$ cat src/rtl/vcmp_pkg.sv
package vcmp_pkg;

    // Compare condition codes; 3'b010 and 3'b011 are unused and never hold
    typedef enum logic [2:0] {
        CC_EQ  = 3'b000,
        CC_NE  = 3'b001,
        CC_LT  = 3'b100,
        CC_GE  = 3'b101,
        CC_LTU = 3'b110,
        CC_GEU = 3'b111
    } cc_e;

    typedef enum logic [1:0] {
        ST_IDLE = 2'd0,
        ST_SCAL = 2'd1,
        ST_RUN  = 2'd2
    } st_e;

    localparam int NSRC = 2;

    function automatic logic cc_defined(input logic [2:0] c);
        return (c != 3'b010) && (c != 3'b011);
    endfunction

endpackage

$ cat src/rtl/vcmp_cmp.sv
module vcmp_cmp
    import vcmp_pkg::*;
#(
    parameter int XLEN = 32
) (
    input  logic [XLEN-1:0] a,
    input  logic [XLEN-1:0] b,
    input  logic [2:0]      cc,
    output logic            hit
);

    logic eq, lts, ltu, raw;

    always_comb begin
        eq  = (a == b);
        lts = ($signed(a) < $signed(b));
        ltu = (a < b);
        case (cc_e'(cc))
            CC_EQ:   raw = eq;
            CC_NE:   raw = !eq;
            CC_LT:   raw = lts;
            CC_GE:   raw = !lts;
            CC_LTU:  raw = ltu;
            CC_GEU:  raw = !ltu;
            default: raw = 1'b0;
        endcase
        hit = raw && cc_defined(cc);
    end

endmodule

$ cat src/rtl/vcmp_seq.sv
module vcmp_seq
    import vcmp_pkg::*;
#(
    parameter int XLEN = 32,
    parameter int VLW  = 6,
    parameter int IDXW = 5
) (
    input  logic            clk,
    input  logic            rst,
    input  logic            start,
    input  logic            any_vec,
    input  logic [VLW-1:0]  vl,
    output st_e             state,
    output logic [IDXW-1:0] idx,
    output logic [VLW-1:0]  vl_r,
    output logic            accept,
    output logic            elem_en,
    output logic            last,
    output logic            busy
);

    logic [VLW-1:0] vl_clamp;

    always_comb begin
        vl_clamp = (vl > VLW'(XLEN)) ? VLW'(XLEN) : vl;
        accept   = (state == ST_IDLE) && start;
        busy     = (state != ST_IDLE);
        elem_en  = (state == ST_RUN) && (VLW'(idx) < vl_r);
        last     = (state == ST_RUN) && ((VLW'(idx) + VLW'(1)) >= vl_r);
    end

    always_ff @(posedge clk) begin
        if (rst) begin
            state <= ST_IDLE;
            idx   <= '0;
            vl_r  <= '0;
        end else begin
            case (state)
                ST_IDLE: begin
                    if (start) begin
                        vl_r  <= vl_clamp;
                        idx   <= '0;
                        state <= any_vec ? ST_RUN : ST_SCAL;
                    end
                end
                ST_SCAL: state <= ST_IDLE;
                ST_RUN: begin
                    if (last) state <= ST_IDLE;
                    else      idx   <= idx + IDXW'(1);
                end
                default: state <= ST_IDLE;
            endcase
        end
    end

    // captured length never exceeds XLEN
    p_len_clamped_r8: assert property (@(posedge clk) disable iff (rst)
        busy |-> (vl_r <= VLW'(XLEN)));

    // the element index stays inside the effective length
    p_idx_bound_r5: assert property (@(posedge clk) disable iff (rst)
        (state == ST_RUN) |-> ((VLW'(idx) < vl_r) || (vl_r == '0 && idx == '0)));

endmodule

$ cat src/rtl/vcmp_src_addr.sv
module vcmp_src_addr #(
    parameter int RAW  = 5,
    parameter int IDXW = 5
) (
    input  logic            clk,
    input  logic            rst,
    input  logic            run,
    input  logic [RAW-1:0]  base,
    input  logic            vec,
    input  logic [IDXW-1:0] idx,
    output logic [RAW-1:0]  addr
);

    always_comb addr = vec ? (base + RAW'(idx)) : base;

    // a vector source walks one register per element, wrapping modulo NREG
    p_vec_step_r4: assert property (@(posedge clk) disable iff (rst)
        (run && $past(run) && vec) |-> (addr == RAW'($past(addr) + RAW'(1))));

    // a scalar source keeps one register for the whole run
    p_scal_hold_r4: assert property (@(posedge clk) disable iff (rst)
        (run && $past(run) && !vec) |-> $stable(addr));

endmodule

$ cat src/rtl/vcmp_mask_acc.sv
module vcmp_mask_acc #(
    parameter int XLEN = 32,
    parameter int IDXW = 5,
    parameter int VLW  = 6,
    parameter int RAW  = 5
) (
    input  logic            clk,
    input  logic            rst,
    input  logic            clear,
    input  logic            elem_en,
    input  logic            hit,
    input  logic            last,
    input  logic            scal_fire,
    input  logic [IDXW-1:0] idx,
    input  logic [VLW-1:0]  vl_r,
    input  logic [RAW-1:0]  dst,
    output logic            pw_en,
    output logic [RAW-1:0]  pw_addr,
    output logic [XLEN-1:0] pw_mask,
    output logic            done,
    output logic            br_valid,
    output logic            br_taken
);

    logic [XLEN-1:0] acc;
    logic [XLEN-1:0] bitsel;

    always_comb bitsel = (elem_en && hit) ? (XLEN'(1) << idx) : '0;

    always_ff @(posedge clk) begin
        if (rst) begin
            acc      <= '0;
            pw_en    <= 1'b0;
            pw_addr  <= '0;
            pw_mask  <= '0;
            done     <= 1'b0;
            br_valid <= 1'b0;
            br_taken <= 1'b0;
        end else begin
            if (clear) acc <= '0;
            else       acc <= acc | bitsel;
            pw_en <= last;
            done  <= last;
            if (last) begin
                pw_mask <= acc | bitsel;
                pw_addr <= dst;
            end
            br_valid <= scal_fire;
            br_taken <= scal_fire && hit;
        end
    end

    // no bit at or above the effective length reaches the predicate
    p_mask_clear_high_r5: assert property (@(posedge clk) disable iff (rst)
        pw_en |-> ((pw_mask >> vl_r) == '0));

    // a branch decision and a predicate write never share a cycle
    p_one_kind_r3: assert property (@(posedge clk) disable iff (rst)
        !(pw_en && br_valid));

endmodule

$ cat src/rtl/vec_cmp_pred.sv
module vec_cmp_pred
    import vcmp_pkg::*;
#(
    parameter int XLEN = 32,
    parameter int NREG = 32,
    localparam int RAW  = $clog2(NREG),
    localparam int VLW  = $clog2(XLEN + 1),
    localparam int IDXW = $clog2(XLEN)
) (
    input  logic            clk,
    input  logic            rst,
    input  logic            start,
    input  logic [2:0]      cond,
    input  logic [RAW-1:0]  src1_idx,
    input  logic            src1_vec,
    input  logic [RAW-1:0]  src2_idx,
    input  logic            src2_vec,
    input  logic [RAW-1:0]  pdst,
    input  logic [VLW-1:0]  vl,
    output logic [RAW-1:0]  rf_addr1,
    input  logic [XLEN-1:0] rf_data1,
    output logic [RAW-1:0]  rf_addr2,
    input  logic [XLEN-1:0] rf_data2,
    output logic            busy,
    output logic            br_valid,
    output logic            br_taken,
    output logic            pw_en,
    output logic [RAW-1:0]  pw_addr,
    output logic [XLEN-1:0] pw_mask,
    output logic            done
);

    st_e                         state;
    logic [IDXW-1:0]             idx;
    logic [VLW-1:0]              vl_r;
    logic                        accept, elem_en, last, hit;
    logic [NSRC-1:0][RAW-1:0]    base_in, base_r, rd_addr;
    logic [NSRC-1:0]             vec_in, vec_r;
    logic [2:0]                  cc_r;
    logic [RAW-1:0]              dst_r;

    assign base_in = {src2_idx, src1_idx};
    assign vec_in  = {src2_vec, src1_vec};

    always_ff @(posedge clk) begin
        if (rst) begin
            base_r <= '0;
            vec_r  <= '0;
            cc_r   <= '0;
            dst_r  <= '0;
        end else if (accept) begin
            base_r <= base_in;
            vec_r  <= vec_in;
            cc_r   <= cond;
            dst_r  <= pdst;
        end
    end

    vcmp_seq #(.XLEN(XLEN), .VLW(VLW), .IDXW(IDXW)) u_seq (
        .clk     (clk),
        .rst     (rst),
        .start   (start),
        .any_vec (|vec_in),
        .vl      (vl),
        .state   (state),
        .idx     (idx),
        .vl_r    (vl_r),
        .accept  (accept),
        .elem_en (elem_en),
        .last    (last),
        .busy    (busy)
    );

    for (genvar g = 0; g < NSRC; g++) begin : g_src
        vcmp_src_addr #(.RAW(RAW), .IDXW(IDXW)) u_addr (
            .clk  (clk),
            .rst  (rst),
            .run  (state == ST_RUN),
            .base (base_r[g]),
            .vec  (vec_r[g]),
            .idx  (idx),
            .addr (rd_addr[g])
        );
    end

    assign rf_addr1 = rd_addr[0];
    assign rf_addr2 = rd_addr[1];

    vcmp_cmp #(.XLEN(XLEN)) u_cmp (
        .a   (rf_data1),
        .b   (rf_data2),
        .cc  (cc_r),
        .hit (hit)
    );

    vcmp_mask_acc #(.XLEN(XLEN), .IDXW(IDXW), .VLW(VLW), .RAW(RAW)) u_acc (
        .clk       (clk),
        .rst       (rst),
        .clear     (accept),
        .elem_en   (elem_en),
        .hit       (hit),
        .last      (last),
        .scal_fire (state == ST_SCAL),
        .idx       (idx),
        .vl_r      (vl_r),
        .dst       (dst_r),
        .pw_en     (pw_en),
        .pw_addr   (pw_addr),
        .pw_mask   (pw_mask),
        .done      (done),
        .br_valid  (br_valid),
        .br_taken  (br_taken)
    );

    // a start seen while busy leaves the captured operation untouched
    p_ignore_busy_r9: assert property (@(posedge clk) disable iff (rst)
        (busy && start) |=> ($stable(cc_r) && $stable(dst_r) && $stable(vec_r) && $stable(base_r)));

    // every result cycle is a cycle in which a new start can be taken
    p_result_idle_r10: assert property (@(posedge clk) disable iff (rst)
        (pw_en || br_valid) |-> !busy);

    // done travels with the predicate write
    p_done_write_r11: assert property (@(posedge clk) disable iff (rst)
        done |-> (pw_en && !$past(state == ST_SCAL)));

endmodule

$ cat config.mk
export PLATFORM = sky130hd
export DESIGN_NAME = vec_cmp_pred
export DESIGN_NICKNAME = d
export VERILOG_FILES = /design/src/rtl/vcmp_pkg.sv /design/src/rtl/vcmp_cmp.sv /design/src/rtl/vcmp_seq.sv /design/src/rtl/vcmp_src_addr.sv /design/src/rtl/vcmp_mask_acc.sv /design/src/rtl/vec_cmp_pred.sv
export SDC_FILE = /design/constraint.sdc
export NUM_CORES = 1
export LEC_CHECK = 0
export ABC_AREA = 1
export CORE_ASPECT_RATIO = 1.4
export CORE_UTILIZATION = 49
export DETAILED_ROUTE_END_ITERATION = 12
export HOLD_SLACK_MARGIN = 0.15
export PLACE_DENSITY_LB_ADDON = 0.2
export SETUP_SLACK_MARGIN = 0.15
export SYNTH_ARGS = -nofsm -noshare
export SYNTH_HDL_FRONTEND = slang
export SYNTH_SLANG_ARGS = --single-unit
$ cat constraint.sdc
create_clock -name clk -period 5.5 [get_ports clk]
set_clock_uncertainty 0.2 [all_clocks]
set_input_delay 0.55 -clock clk [delete_from_list [all_inputs] [get_ports clk]]
set_output_delay 0.55 -clock clk [all_outputs]
set_load 0.01 [all_outputs]
==> flow_metrics.env <==
export IMPL_dp_hpwl_mm=10.6
export IMPL_std_cell_rows=48
export IMPL_routed_wl_mm=13.9
export IMPL_outcome="finished, violations left"
export IMPL_hp_class="flip-flop to flip-flop"
export IMPL_path_max_fanout=8
export IMPL_numPortBuffers=144
export IMPL_slew_headroom_pct=32.9
export IMPL_crit_type="flip-flop to output port"
export IMPL_cts_root_buf="clkbuf_16"
export IMPL_ant_nets=0
export IMPL_cts_resized=0
export IMPL_crit_top_cell="nand2_1"
export IMPL_syn_area_per_cell_um2=7.53
export IMPL_layout_drive_gt1_share_pct=9.81
export IMPL_drt_iter0_drc=178
export IMPL_design_area_mm2=0.00795
export IMPL_required_ps=4750
export IMPL_fp_dieH_um=136
export IMPL_wl_per_cell_um=12.4
export IMPL_gp_congestion=0.896
export IMPL_worstMarginPinSlew_ps=1000
export IMPL_nNetsFinal=1115
export IMPL_htreeDepth=3
export IMPL_cts_hold_buf=0
export IMPL_cts_made_buffers=9
export IMPL_clock_sinks=105
export IMPL_fp_dieW_um=98
export IMPL_ys_seq_area_share_pct=33.2
export IMPL_cts_tree="done"
export IMPL_yosysWarnings=0
export IMPL_antenna_found_initial=0
export IMPL_die_area_mm2=0.0134
export IMPL_period_share_pct=66.4
export IMPL_path_cells="inv_1 > fa_1 > inv_1 > nand2_1 > nand2_1 > a21oi_1 > nand2_1 > nand2_1 > nor2_1 > xor2_1 > clkdlybuf4s50_1"
export IMPL_clock_path_buffers=2
export IMPL_core_area_mm2=0.0124
export IMPL_crit_slowest_cell="clkdlybuf4s50_1"
export IMPL_io_pins=145
export IMPL_synth_edff_count=0
export IMPL_crit_path_end_kind="output port"
export IMPL_ir_worst_vdd_mv=0.154
export IMPL_drc=8
export IMPL_ys_ff_latch=105
export IMPL_path_buf_inv=3
export IMPL_clkLatencyLatePin_ps=350
export IMPL_p_leak_nw=3.53
export IMPL_crit_family="buffers and inverters"
export IMPL_pre_cts_ws_ps=1900
export IMPL_grt_ovfl_total=0
export IMPL_grt_total_usage_pct=21.3
export IMPL_hold_viol=0
export IMPL_diodes=0
export IMPL_synth_cell_types=34
export IMPL_drv_cap=0
export IMPL_layout_common_cells="162 x inv_1, 144 x clkdlybuf4s50_1, 112 x nor2_1, 105 x dfxtp_1, 104 x nand2_1"
export IMPL_powerDensity_mw_per_mm2=236
export IMPL_syn_cell_area_mm2=0.00632
export IMPL_setup_tns_final_ps=0
export IMPL_start_util_pct=50.9
export IMPL_grt_pass1_wl_mm=22.9
export IMPL_violations="DRC"
export IMPL_drtPass1Iterations=8
export IMPL_report_final_slew_viol_count=0
export IMPL_synthCells=840
export IMPL_final_common_cell="inv_1"
export IMPL_ys_flop_type="dfxtp_1"
export IMPL_async_flop_share_pct=0
export IMPL_clk_transition_reported_paths_ps=70
export IMPL_post_cts_buffers=0
export IMPL_setup_violations=0
export IMPL_fmax_mhz=274
export IMPL_worstSetupStartpointType="flip-flop"
export IMPL_dpl_cell_area_mm2=0.00766
export IMPL_layout_min_cycle_time_ps=3650
export IMPL_vias_per_cell=4.91
export IMPL_syn_to_final_growth_pct=25.7
export IMPL_cp_arrival_ps=2900
export IMPL_syn_num_nets=992
export IMPL_grt_max_degree=39
export IMPL_vias=5490
export IMPL_fin_ws_ps=1850
export IMPL_rsz0062_at_grt="no"
export IMPL_first_global_vias=5118
export IMPL_max_stage_delay_ps=560
## registers in the layout, summed over array words and instances (netlist names), 2 cells and up
register	count
vec_r	2
base_r	10
cc_r	3
u_acc.pw_mask	32
u_acc.pw_addr	5
u_seq.idx	5
dst_r	5
u_seq.vl_r	6
u_acc.acc	32
u_seq.state	2
## power by group
group          internal, mW  switching, mW
Combinational         0.210          0.224
Clock                 0.325          0.291
Sequential            0.803         0.0262
Total                  1.34          0.541
## cell usage after synthesis, types with 2 or more instances
cell	instances	area share, %
dfxtp_1	105	33
ha_1	57	11
nand2_1	104	6.2
a21oi_4	2	0.51
nor2_1	113	6.7
nor3_1	8	0.63
clkbuf_1	13	0.77
buf_12	3	0.95
a21o_1	2	0.24
a21oi_1	75	5.9
o21bai_1	4	0.47
o21ai_0	38	3.0
buf_2	3	0.24
fa_1	2	0.63
dlygate4sd3_1	2	0.32
o21a_1	2	0.24
inv_1	162	9.6
nand2_2	6	0.59
buf_6	3	0.53
nand4_1	3	0.30
nand3_1	40	3.2
o22ai_1	7	0.69
nand3_2	62	9.8
clkbuf_8	10	2.2
xor2_1	5	0.69
## cell families (layout without fill, tap and decap cells)
group / count (synthesis) / after routing / share of synthesized area, %
AND/OR/NAND/NOR: 339 / 339 / 27.9
AO/OA/AOI/OAI: 132 / 132 / 11.3
buffers and inverters: 200 / 328 / 15.0
flip-flops: 105 / 105 / 33.2
XOR/XNOR: 5 / 5 / 0.693
adder cells (fa/ha/maj): 59 / 59 / 11.9
## cell type report
type,instances,area [um2]
fill,1148,4490
clock buffer,10,239
tap,150,188
inverter,164,616
clock inverter,6,50.0
sequential,105,2100
multi-input combinational,535,3280
timing repair buffer,148,1470
## stage by stage
step	std cells	total power, mW	hold WS, ps	util (%)
floorplan	840	1.13	230	-
global placement	1102	1.28	243	61.6
detailed placement	1102	1.28	252	61.6
CTS	1118	1.90	262	63.9
global route	1118	1.98	284	63.9
finish	1118	1.88	257	63.9
## worst register-to-register path, stage by stage, from the launching register on
cell and delay, ps:
dfxtp_1 630, clkinv_1 350, ha_1 370, inv_1 50, ha_1 260, a21oi_1 60, o21bai_1 120, a21oi_1 70
o21bai_1 150, nand2_1 130, inv_2 430, buf_4 460, nor2_1 90, nor2_1 110, nand2_1 70, inv_1 40
## path summary, 6_finish.rpt
| check | startpoint | end | slack (ps) | depth (start not counted) |
|---|---|---|---|---|
| min reg2reg | dst_r[1] | u_acc.pw_addr[1] | 260 | 2 |
| min | dst_r[1] | u_acc.pw_addr[1] | 260 | 2 |
| max reg2reg | u_seq.idx[2] | u_acc.pw_mask[18] | 1880 | 15 |
| max | u_seq.idx[1] | rf_addr2[4] | 1850 | 11 |
## layer usage
layer	global-route usage [%]	part of all wire, %	up-vias
met5	0	0	-
met4	6.57	1.9	0
met3	3.39	3.7	21
met2	40.5	51	116
met1	24.2	43	2448
li1	-	-	2905
No activity file was read; power rests on OpenSTA's default activity.
